File: src/rtl/sc_rx_pkg.sv
package sc_rx_pkg;

  typedef enum logic [1:0] {
    RX_IDLE  = 2'd0,
    RX_START = 2'd1,
    RX_BITS  = 2'd2
  } rx_state_t;

  // Returns {parity, data} in logical direct-convention order.
  function automatic logic [8:0] sc_to_direct(input logic [8:0] raw, input logic inv);
    logic [8:0] res;
    res = raw;
    if (inv) begin
      for (int i = 0; i < 8; i++) res[7-i] = ~raw[i];
      res[8] = ~raw[8];
    end
    return res;
  endfunction

endpackage

File: src/rtl/sc_rx_sampler.sv
module sc_rx_sampler
  import sc_rx_pkg::*;
#(
  parameter int ETU_CYCLES = 16
) (
  input  logic       clk,
  input  logic       rst_n,
  input  logic       line_i,
  output logic       valid_o,
  output logic [8:0] raw_o
);
  localparam int TW   = $clog2(ETU_CYCLES + 1);
  localparam int HALF = ETU_CYCLES / 2;
  localparam logic [TW-1:0] T_FULL = TW'(ETU_CYCLES - 1);
  localparam logic [TW-1:0] T_HALF = TW'(HALF - 1);

  logic      sync1_q, sync2_q, prev_q;
  rx_state_t st_q, st_n;
  logic [TW-1:0] tmr_q, tmr_n;
  logic [3:0] idx_q, idx_n;
  logic [8:0] raw_q, raw_n;
  logic       vld_q, vld_n;
  logic       fall;

  assign fall = prev_q & ~sync2_q;

  always_comb begin
    st_n  = st_q;
    tmr_n = tmr_q;
    idx_n = idx_q;
    raw_n = raw_q;
    vld_n = 1'b0;
    unique case (st_q)
      RX_IDLE: begin
        if (fall) begin
          st_n  = RX_START;
          tmr_n = T_HALF;
        end
      end
      RX_START: begin
        if (tmr_q == '0) begin
          if (!sync2_q) begin
            st_n  = RX_BITS;
            tmr_n = T_FULL;
            idx_n = '0;
          end else begin
            st_n = RX_IDLE;
          end
        end else begin
          tmr_n = tmr_q - 1'b1;
        end
      end
      RX_BITS: begin
        if (tmr_q == '0) begin
          raw_n[idx_q] = sync2_q;
          if (idx_q == 4'd8) begin
            vld_n = 1'b1;
            st_n  = RX_IDLE;
          end else begin
            idx_n = idx_q + 1'b1;
            tmr_n = T_FULL;
          end
        end else begin
          tmr_n = tmr_q - 1'b1;
        end
      end
      default: st_n = RX_IDLE;
    endcase
  end

  always_ff @(posedge clk or negedge rst_n) begin
    if (!rst_n) begin
      sync1_q <= 1'b1;
      sync2_q <= 1'b1;
      prev_q  <= 1'b1;
      st_q    <= RX_IDLE;
      tmr_q   <= '0;
      idx_q   <= '0;
      raw_q   <= '0;
      vld_q   <= 1'b0;
    end else begin
      sync1_q <= line_i;
      sync2_q <= sync1_q;
      prev_q  <= sync2_q;
      st_q    <= st_n;
      tmr_q   <= tmr_n;
      idx_q   <= idx_n;
      raw_q   <= raw_n;
      vld_q   <= vld_n;
    end
  end

  assign valid_o = vld_q;
  assign raw_o   = raw_q;

  // a start that is high again at mid-start is abandoned
  p_false_start_r1: assert property (@(posedge clk) disable iff (!rst_n)
    (st_q == RX_START && tmr_q == '0 && sync2_q) |=> (st_q == RX_IDLE && !vld_q));
  // each character produces a single valid pulse
  p_valid_single_r10: assert property (@(posedge clk) disable iff (!rst_n)
    vld_q |=> !vld_q);

endmodule

File: src/rtl/sc_rx_errcnt.sv
module sc_rx_errcnt #(
  parameter int LIMIT_W = 3
) (
  input  logic               clk,
  input  logic               rst_n,
  input  logic               char_vld_i,
  input  logic               par_ok_i,
  input  logic               proto_t1_i,
  input  logic [LIMIT_W-1:0] limit_i,
  output logic               flag_o,
  output logic               pulse_o
);
  localparam int CW = LIMIT_W + 1;
  localparam logic [CW-1:0] CMAX = CW'(1 << LIMIT_W);

  logic [CW-1:0] cnt_q, cnt_n;
  logic          flag_q, flag_n;
  logic          pulse_q, pulse_n;

  always_comb begin
    cnt_n   = cnt_q;
    flag_n  = flag_q;
    pulse_n = char_vld_i & ~par_ok_i;
    if (char_vld_i) begin
      if (par_ok_i) begin
        cnt_n = '0;
      end else if (proto_t1_i) begin
        cnt_n  = '0;
        flag_n = 1'b1;
      end else begin
        cnt_n = (cnt_q == CMAX) ? CMAX : cnt_q + 1'b1;
        if (cnt_n >= ({1'b0, limit_i} + CW'(1))) flag_n = 1'b1;
      end
    end
  end

  always_ff @(posedge clk or negedge rst_n) begin
    if (!rst_n) begin
      cnt_q   <= '0;
      flag_q  <= 1'b0;
      pulse_q <= 1'b0;
    end else begin
      cnt_q   <= cnt_n;
      flag_q  <= flag_n;
      pulse_q <= pulse_n;
    end
  end

  assign flag_o  = flag_q;
  assign pulse_o = pulse_q;

  // the flag is sticky
  p_flag_sticky_r7: assert property (@(posedge clk) disable iff (!rst_n)
    flag_q |=> flag_q);
  // a good character clears the consecutive count
  p_good_clears_r8: assert property (@(posedge clk) disable iff (!rst_n)
    (char_vld_i && par_ok_i) |=> (cnt_q == '0));
  // in T=1 any bad character raises the flag
  p_t1_flag_r9: assert property (@(posedge clk) disable iff (!rst_n)
    (char_vld_i && !par_ok_i && proto_t1_i) |=> flag_q);

endmodule

File: src/rtl/sc_rx_fifo.sv
module sc_rx_fifo #(
  parameter int DATA_W    = 8,
  parameter int DEPTH_MAX = 8
) (
  input  logic                         clk,
  input  logic                         rst_n,
  input  logic                         wr_en_i,
  input  logic [DATA_W-1:0]            wr_data_i,
  input  logic                         rd_en_i,
  input  logic [$clog2(DEPTH_MAX)-1:0] depth_sel_i,
  output logic [DATA_W-1:0]            rd_data_o,
  output logic                         not_empty_o,
  output logic                         overrun_o
);
  localparam int PW = $clog2(DEPTH_MAX);
  localparam int CW = $clog2(DEPTH_MAX + 1);
  localparam logic [PW-1:0] PLAST = PW'(DEPTH_MAX - 1);

  logic [DATA_W-1:0] mem_q [DEPTH_MAX];
  logic [PW-1:0] wp_q, wp_n, rp_q, rp_n;
  logic [CW-1:0] cnt_q, cnt_n, cap;
  logic [PW-1:0] sel_q;
  logic          ovr_q, ovr_n;
  logic          flush, full, do_wr, do_rd;

  assign cap   = CW'(sel_q) + CW'(1);
  assign full  = (cnt_q == cap);
  assign flush = (depth_sel_i != sel_q);
  assign do_wr = wr_en_i & ~full & ~flush;
  assign do_rd = rd_en_i & (cnt_q != '0) & ~flush;

  always_comb begin
    wp_n  = wp_q;
    rp_n  = rp_q;
    cnt_n = cnt_q;
    ovr_n = ovr_q | (wr_en_i & full & ~flush);
    if (flush) begin
      wp_n  = '0;
      rp_n  = '0;
      cnt_n = '0;
    end else begin
      if (do_wr) wp_n = (wp_q == PLAST) ? '0 : wp_q + 1'b1;
      if (do_rd) rp_n = (rp_q == PLAST) ? '0 : rp_q + 1'b1;
      if (do_wr && !do_rd) cnt_n = cnt_q + 1'b1;
      else if (do_rd && !do_wr) cnt_n = cnt_q - 1'b1;
    end
  end

  always_ff @(posedge clk or negedge rst_n) begin
    if (!rst_n) begin
      wp_q  <= '0;
      rp_q  <= '0;
      cnt_q <= '0;
      sel_q <= '0;
      ovr_q <= 1'b0;
    end else begin
      wp_q  <= wp_n;
      rp_q  <= rp_n;
      cnt_q <= cnt_n;
      sel_q <= depth_sel_i;
      ovr_q <= ovr_n;
    end
  end

  always_ff @(posedge clk) begin
    if (do_wr) mem_q[wp_q] <= wr_data_i;
  end

  assign not_empty_o = (cnt_q != '0);
  assign rd_data_o   = not_empty_o ? mem_q[rp_q] : '0;
  assign overrun_o   = ovr_q;

  // occupancy never exceeds the selected capacity
  p_no_overflow_r5: assert property (@(posedge clk) disable iff (!rst_n)
    cnt_q <= cap);
  // overrun is sticky
  p_overrun_sticky_r5: assert property (@(posedge clk) disable iff (!rst_n)
    ovr_q |=> ovr_q);
  // a depth change empties the FIFO
  p_flush_r6: assert property (@(posedge clk) disable iff (!rst_n)
    flush |=> (cnt_q == '0));
  // a read of an empty FIFO leaves it empty unless a write lands
  p_empty_read_r11: assert property (@(posedge clk) disable iff (!rst_n)
    (rd_en_i && cnt_q == '0 && !wr_en_i) |=> (cnt_q == '0));

endmodule

File: src/rtl/sc_rx_top.sv
module sc_rx_top
  import sc_rx_pkg::*;
#(
  parameter int ETU_CYCLES = 16,
  parameter int DEPTH_MAX  = 8
) (
  input  logic       clk,
  input  logic       rst_n,
  input  logic       io_line_i,
  input  logic       conv_inv_i,
  input  logic       proto_t1_i,
  input  logic [2:0] err_limit_i,
  input  logic [2:0] depth_sel_i,
  input  logic       rd_en_i,
  output logic [7:0] rd_data_o,
  output logic       not_empty_o,
  output logic       parity_err_o,
  output logic       overrun_o,
  output logic       perr_pulse_o
);
  logic       chr_vld;
  logic [8:0] chr_raw;
  logic [8:0] chr_dir;
  logic       par_ok;

  sc_rx_sampler #(.ETU_CYCLES(ETU_CYCLES)) u_smp (
    .clk     (clk),
    .rst_n   (rst_n),
    .line_i  (io_line_i),
    .valid_o (chr_vld),
    .raw_o   (chr_raw)
  );

  assign chr_dir = sc_to_direct(chr_raw, conv_inv_i);
  assign par_ok  = ~(^chr_dir);

  sc_rx_errcnt #(.LIMIT_W(3)) u_err (
    .clk        (clk),
    .rst_n      (rst_n),
    .char_vld_i (chr_vld),
    .par_ok_i   (par_ok),
    .proto_t1_i (proto_t1_i),
    .limit_i    (err_limit_i),
    .flag_o     (parity_err_o),
    .pulse_o    (perr_pulse_o)
  );

  sc_rx_fifo #(.DATA_W(8), .DEPTH_MAX(DEPTH_MAX)) u_fifo (
    .clk         (clk),
    .rst_n       (rst_n),
    .wr_en_i     (chr_vld & par_ok),
    .wr_data_i   (chr_dir[7:0]),
    .rd_en_i     (rd_en_i),
    .depth_sel_i (depth_sel_i),
    .rd_data_o   (rd_data_o),
    .not_empty_o (not_empty_o),
    .overrun_o   (overrun_o)
  );

  // a bad character never enters the FIFO
  p_bad_not_stored_r10: assert property (@(posedge clk) disable iff (!rst_n)
    (chr_vld && !par_ok && !not_empty_o) |=> !not_empty_o);

endmodule

File: config.mk
export PLATFORM = sky130hd
export DESIGN_NAME = sc_rx_top
export DESIGN_NICKNAME = d
export VERILOG_FILES = /design/src/rtl/sc_rx_pkg.sv /design/src/rtl/sc_rx_sampler.sv /design/src/rtl/sc_rx_errcnt.sv /design/src/rtl/sc_rx_fifo.sv /design/src/rtl/sc_rx_top.sv
export SDC_FILE = /design/constraint.sdc
export NUM_CORES = 1
export LEC_CHECK = 0
export ABC_AREA = 1
export BUFFER_PORTS_ARGS = -buffer_cell sky130_fd_sc_hd__buf_2
export CAP_MARGIN = 20
export CORE_MARGIN = 3
export CORE_UTILIZATION = 60
export DETAILED_ROUTE_END_ITERATION = 6
export GPL_TIMING_DRIVEN = 1
export PLACE_DENSITY = 0.78
export SETUP_SLACK_MARGIN = 0.5
export SYNTH_ARGS = -nofsm -noshare
export SYNTH_HDL_FRONTEND = slang
export SYNTH_SLANG_ARGS = --single-unit
File: constraint.sdc
create_clock -name clk -period 3.7 [get_ports clk]
set_input_delay 0.74 -clock clk [delete_from_list [all_inputs] [get_ports clk]]
set_output_delay 0.74 -clock clk [all_outputs]
set_load 0.02 [all_outputs]
== Yosys cells after proc, flatten, opt, wreduce, memory -nomap -nowiden ==
Memory sizes are Yosys's and may differ from the RTL's.
Index checks and enable logic that the tools add are counted.
Operators by class
  add/sub/neg operators: 9
  order comparisons: 3
  equal/unequal tests: 16
  mux-type cells: 41
  bitwise logic cells: 23
  reduce and logical (&&, ||, !) cells: 20
Operator list (count)
  4-bit two-way mux: 10
  5-bit two-way mux: 5
  3-bit two-way mux: 6
  5-bit case mux with 3 select lines: 1
  1-bit inverter: 13
  4-bit by 1-bit adder with 4-bit output, second input constant: 3
  2-bit two-way mux: 5
  1-bit AND: 9
  9-bit bitwise mux: 1
  9-bit two-way mux: 1
  9-bit parity: 1
  3-bit by 1-bit adder with 4-bit output, second input constant: 2
  4-bit == test, second input constant: 2
  1-bit two-way mux: 8
  8-bit two-way mux: 1
  2-bit by 1-bit inequality test with 1-bit output, second input constant: 4
  4-bit case mux with 2 select lines: 1
  4-bit AND reduction: 2
  2-bit nonzero test: 4
  3-bit by 1-bit adder with 3-bit output, second input constant: 2
  3-bit == test, second input constant: 2
  3-bit inequality test, second input constant: 2
  2-bit case mux with 3 select lines: 1
  3-bit nonzero test: 2
  other kinds (20): 24
Storage, ports and cells
  register bits after elaboration: 44
  RAM bits: 64
  input port bits: 12
  output and inout port bits: 12
  word-level logic and storage cells: 129
  memories kept: 1
Memories
  u_fifo.mem_q: words 8, width 8, rd ports 1, clocked after Yosys merged registers in 0, write ports 1, RTL line sc_rx_fifo.sv:19  | logic [DATA_W-1:0] mem_q [DEPTH_MAX];

== Depth between registers and ports, before layout ==
  word-level depth: 12
  mapped depth: 22

== Cells and area by module ==
Synthesis repeated with hierarchy kept, for this count alone.
Second synthesis, totals
  cell total of the unflattened synthesis: 579
  area total of the unflattened synthesis: 5521.5 sq um
Modules (own cells, without submodules)
  sc_rx_fifo: times used 1, cells an instance 304, area each 3510.9 sq um
  sc_rx_sampler: times used 1, cells an instance 151, area each 1266.2 sq um
  sc_rx_errcnt: times used 1, cells an instance 54, area each 429.2 sq um
  sc_rx_top: times used 1, cells an instance 70, area each 315.3 sq um

== Worst setup path before layout ==
Ideal clock, no wire load.
  path kind: in2reg
  from: input conv_inv_i
  to: register u_fifo.cnt_q[3]
  setup time: 0.120 ns
  data arrival time: 2.931 ns
  slack: 0.650 ns
  stages: 20
  buffers on the path: 1
  cell sequence: buf_6 -> o21ai_1 -> inv_2 -> nand2_1 -> nand2_2 -> nand3_2 -> nand2_2 -> nand2_2 -> nand3_4 -> nor2_8 -> nand2_8 -> inv_2 -> ha_1 -> inv_1 -> ha_1 -> a21oi_1 -> nand2_1 -> xor2_1 -> o21ai_0 -> inv_1
Between the ends
  longest elaborated chain between the ends: 9
  elaborated cells between the ends (all ways): 12
Ends and longest elaborated chain
  start, declared: RTL line sc_rx_top.sv:10  | input logic conv_inv_i,
  9-bit two-way mux *: RTL line sc_rx_pkg.sv:13  | if (inv) begin
  net chr_dir[6]: RTL line sc_rx_top.sv:23  | logic [8:0] chr_dir;
  9-bit parity *: RTL line sc_rx_top.sv:35  | assign par_ok = ~(^chr_dir);
  1-bit inverter *: RTL line sc_rx_top.sv:35
  1-bit AND *: RTL line sc_rx_top.sv:51  | .wr_en_i (chr_vld & par_ok),
  1-bit AND * (2 in a row): RTL line sc_rx_fifo.sv:29  | assign do_wr = wr_en_i & ~full & ~flush;
  1-bit logical AND or 1-bit zero test (tied branches): RTL line sc_rx_fifo.sv:44, sc_rx_fifo.sv:45
  4-bit two-way mux or 1-bit logical AND (tied branches): RTL line sc_rx_fifo.sv:44, sc_rx_fifo.sv:45
  4-bit two-way mux or 3-bit nonzero test (tied branches)
  end signal, assigned: RTL line sc_rx_fifo.sv:59  | cnt_q <= cnt_n;
  end, declared: RTL line sc_rx_fifo.sv:21  | logic [CW-1:0] cnt_q, cnt_n, cap;
Mark *: on every way through the listed nets, which the timed path passes. The rest lies on a longest branch.
A chain may end at the register's enable or synchronous reset.

== Worst setup path in the final report ==
  from: input conv_inv_i
  to: register u_fifo.cnt_q[3]
Between the ends
  longest elaborated chain between the ends: 9
  elaborated cells between the ends (all ways): 12
Ends and longest elaborated chain (RTL line)
  9-bit two-way mux *: sc_rx_pkg.sv:13
  9-bit parity *: sc_rx_top.sv:35
  1-bit inverter *: sc_rx_top.sv:35
  1-bit AND *: sc_rx_top.sv:51
  1-bit AND * (2 in a row): sc_rx_fifo.sv:29
  1-bit logical AND or 1-bit zero test (tied branches): sc_rx_fifo.sv:44, sc_rx_fifo.sv:45
  4-bit two-way mux or 1-bit logical AND (tied branches): sc_rx_fifo.sv:44, sc_rx_fifo.sv:45
  4-bit two-way mux or 3-bit nonzero test (tied branches)
Every way passes the cells marked *; elsewhere a longest branch is shown, timed or not.

==> reports/results.tsv <==
stage	metric	value	unit
floorplanning	Die H	101	µm
power	switching power share of the total	0.273	
outcome	run status	finished, final reports clean	
timing	Setup TNS	0	ns
synthesis	sequential element share of the synthesized area	0.563	
placed_design	pre-CTS setup slack	0.109	ns
min_path	number of cells on the worst hold path	0	
placed_design	total half-perimeter wirelength after legalization and detailed placement	7370	µm
timing	minimum period implied by the final worst setup slack	3.02	ns
drt	remaining design rule violation count	0	
global_routing	number of global-route vias before repair	3833	
synthesis	number of flops mapped to enable cells by yosys	64	
critical_path	register-to-register setup slack	0.80	ns
critical_path	Reg2Reg Capture Point	u_fifo.cnt_q[3]$_DFFE_PN0P_	
drt	Iteration-0 DRC Markers	233	
power	Pleak	2.41	nW
clock_tree	number of levels in the clock H-tree	3	
power	cell area power density	417	mW/mm²
min_path	worst min-delay path category	register to register	
synthesis	cell type with the largest total area after synthesis	sky130_fd_sc_hd__edfxtp_1	
timing	relative slew slack	0.355	
run	max-cap viol count	0	
floorplanning	initial core utilization	0.635	
synthesis	primary flip-flop cell chosen by synthesis mapping	sky130_fd_sc_hd__edfxtp_1	
drt	ratio of routed vias to standard cells	5.66	
critical_path	CP required	3.97	ns
power	combinational power share	0.136	
synthesis	syn_area_per_cell	9.94	µm²
drt	Total Routed Length	10700	µm
timing	hold violation total from the final report	0	
critical_path	CP delay by family, top	simple AND/OR/NAND/NOR gates	
critical_path	delay contributed by the slowest stage of the critical path	0.31	ns
final_layout	nets@finish	605	
global_routing	largest net degree at the start of global routing	45	
critical_path	slowest stage cell, crit path	sky130_fd_sc_hd__ha_1	
synthesis	gate count of the mapped netlist	541	
clock_tree	total CTS buffers	9	
min_path	endpoint of the worst hold path	u_smp.sync2_q$_DFF_PN1_	
global_routing	initial antenna violation count	0	
clock_tree	CTS root buffer	sky130_fd_sc_hd__clkbuf_8	
timing	period utilisation layout	0.816	
final_layout	total area of multi-input combinational cells	0.00207	mm²
final_layout	number of fillers in the final layout	606	
timing	Setup Skew	0.0132	ns
clock_tree	Hold Buf Count CTS	0	
synthesis	synthesized cell area	0.00538	mm²
critical_path	startpoint of the most critical register-to-register path	u_smp.raw_o[0]$_DFFE_PN0P_	
timing	transition time at the pin with the least slew margin	0.967	ns
synthesis	biggest area contributors in the synthesized netlist	sky130_fd_sc_hd__edfxtp_1, sky130_fd_sc_hd__dfrtp_1, sky130_fd_sc_hd__o21ai_0, sky130_fd_sc_hd__ha_1, sky130_fd_sc_hd__nor2_1	
global_routing	global-route usage over all layers	0.230	
final_layout	number of antenna cells inserted	0	
power	Worst IR Drop VDD	0.000304	V
min_path	launch instance of the worst min-delay path	u_smp.sync1_q$_DFF_PN1_	
critical_path	Worst EP arrival	3.29	ns
floorplanning	number of top-level pins	24	
clock_tree	CTS Buffer Depth	2	
global_routing	overflow left after global routing	0	
critical_path	element type at the critical path start	input pin	
power	design internal power	1.77	mW
drt	antenna-violating nets left	0	
critical_path	kind of capture point of the worst setup path	register	
power	sequential share of power	0.553	
critical_path	Crit Path Category	input pin to register	
placed_design	buffers added on ports	23	
floorplanning	total core area	0.00846	mm²
floorplanning	Cell Rows	33	
global_routing	first-pass GRT wire length	18200	µm
timing	maximum achievable frequency	331	MHz
timing	setup repair after global routing missed its margin	true	
clock_tree	post-CTS setup repair buffer count	0	
clock_tree	clock latency on the worst-skew pair	0.37	ns
clock_tree	post-cts resize count	2	
floorplanning	chip width	101	µm
critical_path	largest fanout on the critical path	18	
synthesis	synth unique cells	42	
synthesis	proportion of register bits with asynchronous set or reset after synthesis	0.407	
synthesis	share of the synthesized area in the top cell type	0.357	
clock_tree	CTS tree	built	
placed_design	Placer Congestion	0.901	
critical_path	Critical path buffers and inverters	6	
drt	first-pass detailed-route iteration total	5	
synthesis	total of flip-flops plus latches after synthesis	108	
timing	least setup slack across all paths after layout	0.679	ns
power	switching power total	0.665	mW
final_layout	area occupied by registers	0.00303	mm²
drt	DR vias	3840	
power	portion of total power attributed to the clock network	0.311	
synthesis	Yosys warning count	0	
final_layout	share of final-layout standard cells stronger than drive strength 1	0.162	
synthesis	post-synthesis net count	578	
clock_tree	Clk pin slew, worst setup/hold paths	0.10	ns
timing	setup violation total in the final timing report	0	
critical_path	cells along the critical path	buf_6 > buf_4 > nand2_1 > o21ai_1 > nand2_1 > nand2_2 > nand3_1 > nand2_2 > inv_1 > nand2_2 > nand3_4 > nor2_8 > nand2_8 > inv_2 > ha_2 > inv_1 > ha_1 > a21oi_1 > nand2_1 > xor2_1 > o21ai_0 > inv_1	
final_layout	area growth from synthesis to final layout	8.47	%
critical_path	depth of the worst register-to-register path	22	
timing	final-report max-slew violation count	0	
drt	mean routed wirelength per cell	15.8	µm
clock_tree	CTS sink cnt	108	
floorplanning	die area	0.0101	mm²
-- worst max-delay path by stage --
stage / from / end / cells past startpoint
after global routing: conv_inv_i / u_fifo.cnt_q[3]$_DFFE_PN0P_ / 23
after CTS: conv_inv_i / u_fifo.cnt_q[3]$_DFFE_PN0P_ / 22
after floorplan: conv_inv_i / u_fifo.cnt_q[3]$_DFFE_PN0P_ / 20
final: conv_inv_i / u_fifo.cnt_q[3]$_DFFE_PN0P_ / 22
after global placement: conv_inv_i / u_fifo.cnt_q[3]$_DFFE_PN0P_ / 23
after detailed placement: conv_inv_i / u_fifo.cnt_q[3]$_DFFE_PN0P_ / 22
-- sequential cells by signal (all words and copies together), names as in the netlist, 2 cells and up --
signal and count:
u_err.cnt_q 4, u_fifo.cnt_q 4, u_fifo.mem_q 64, u_fifo.rp_q 3, u_fifo.sel_q 3, u_fifo.wp_q 3
u_smp.idx_q 4, u_smp.raw_o 9, u_smp.st_q 2, u_smp.tmr_q 5
-- layout by cell type (no fill, tap or decap), types with 6 or more instances in the layout --
cell type | Yosys | final
sky130_fd_sc_hd__inv_1 | 53 | 51
sky130_fd_sc_hd__o22ai_1 | 11 | 11
sky130_fd_sc_hd__edfxtp_1 | 64 | 64
sky130_fd_sc_hd__nor2_2 | 7 | 7
sky130_fd_sc_hd__nand3_1 | 34 | 34
sky130_fd_sc_hd__o21ai_0 | 64 | 64
sky130_fd_sc_hd__ha_1 | 24 | 23
sky130_fd_sc_hd__clkbuf_8 | 0 | 10
sky130_fd_sc_hd__nand2_2 | 16 | 16
sky130_fd_sc_hd__buf_2 | 0 | 22
sky130_fd_sc_hd__dfrtp_1 | 41 | 40
sky130_fd_sc_hd__a21oi_1 | 8 | 8
sky130_fd_sc_hd__xnor2_1 | 7 | 7
sky130_fd_sc_hd__xor2_1 | 7 | 7
sky130_fd_sc_hd__nor2_1 | 67 | 67
sky130_fd_sc_hd__inv_2 | 6 | 6
sky130_fd_sc_hd__a31oi_1 | 10 | 10
sky130_fd_sc_hd__nand2_1 | 66 | 66
-- stage by stage --
step	area (µm²)	utilization	hold WS, ns	total power, mW	instances
final	5830	0.689	0.369	2.43	678
after global routing	5830	0.689	0.373	2.56	678
after CTS	5820	0.688	0.370	2.45	678
after detailed placement	5600	0.662	0.351	1.70	662
after global placement	5600	0.662	0.346	1.68	662
after floorplan	5380	-	0.345	1.61	541
-- cells in the mapped netlist, drive strengths merged, types with 2 or more instances --
cell,n
nor3b,2
nor4,3
ha,24
edfxtp,64
nor3,5
xor2,7
nand3,39
inv,59
dfstp,3
a21oi,8
o22ai,11
nor2,76
o21ai,71
a21boi,2
nand2,83
or2,2
nand4,2
clkbuf,10
dfrtp,41
buf,2
xnor2,7
a31oi,10
-- cell type report --
| type | instances | area share |
|---|---|---|
| flip-flops and latches | 108 | 0.519 |
| multi-input cells | 361 | 0.354 |
| inverters | 60 | 0.0399 |
| repair buffers | 28 | 0.0272 |
| clock buffers | 10 | 0.0236 |
| well taps | 105 | 0.0225 |
| clock inverters | 6 | 0.0131 |
-- power groups by stage --
stage / clock, mW / combinational [mW] / sequential (mW)
after CTS: 0.773 / 0.332 / 1.35
after global placement: 0 / 0.308 / 1.37
after global routing: 0.821 / 0.387 / 1.35
after detailed placement: 0 / 0.330 / 1.37
final: 0.756 / 0.330 / 1.35
after floorplan: 0 / 0.245 / 1.36
-- routing by layer --
| layer | routed length [µm] | global-route usage | vias to the layer above |
|---|---|---|---|
| met1 | 4610 | 0.284 | 1850 |
| met3 | 521 | 0.0388 | 8 |
| met2 | 5480 | 0.409 | 81 |
| met5 | 0 | 0 | - |
| li1 | - | - | 1901 |
| met4 | 77 | 0.0756 | 0 |
-- cell families after synthesis --
family                   after synthesis  synth area share
AND/OR/NAND/NOR                      213             0.189
AO/OA/AOI/OAI                        109             0.113
XOR/XNOR                              14            0.0228
adder cells (fa/ha/maj)               25            0.0596
flip-flops                           108             0.563
buffers and inverters                 72            0.0531
-- worst reg2reg max path, delay by kind of cell (launching register included) --
family	cells	cell delay, ns
xor+xnor	1	0.14
fa+ha+maj	2	0.52
buf+inv	4	0.29
simple gates	13	1.14
flops	1	0.43
compound gates	2	0.30
Power figures use the tool's default switching activity.
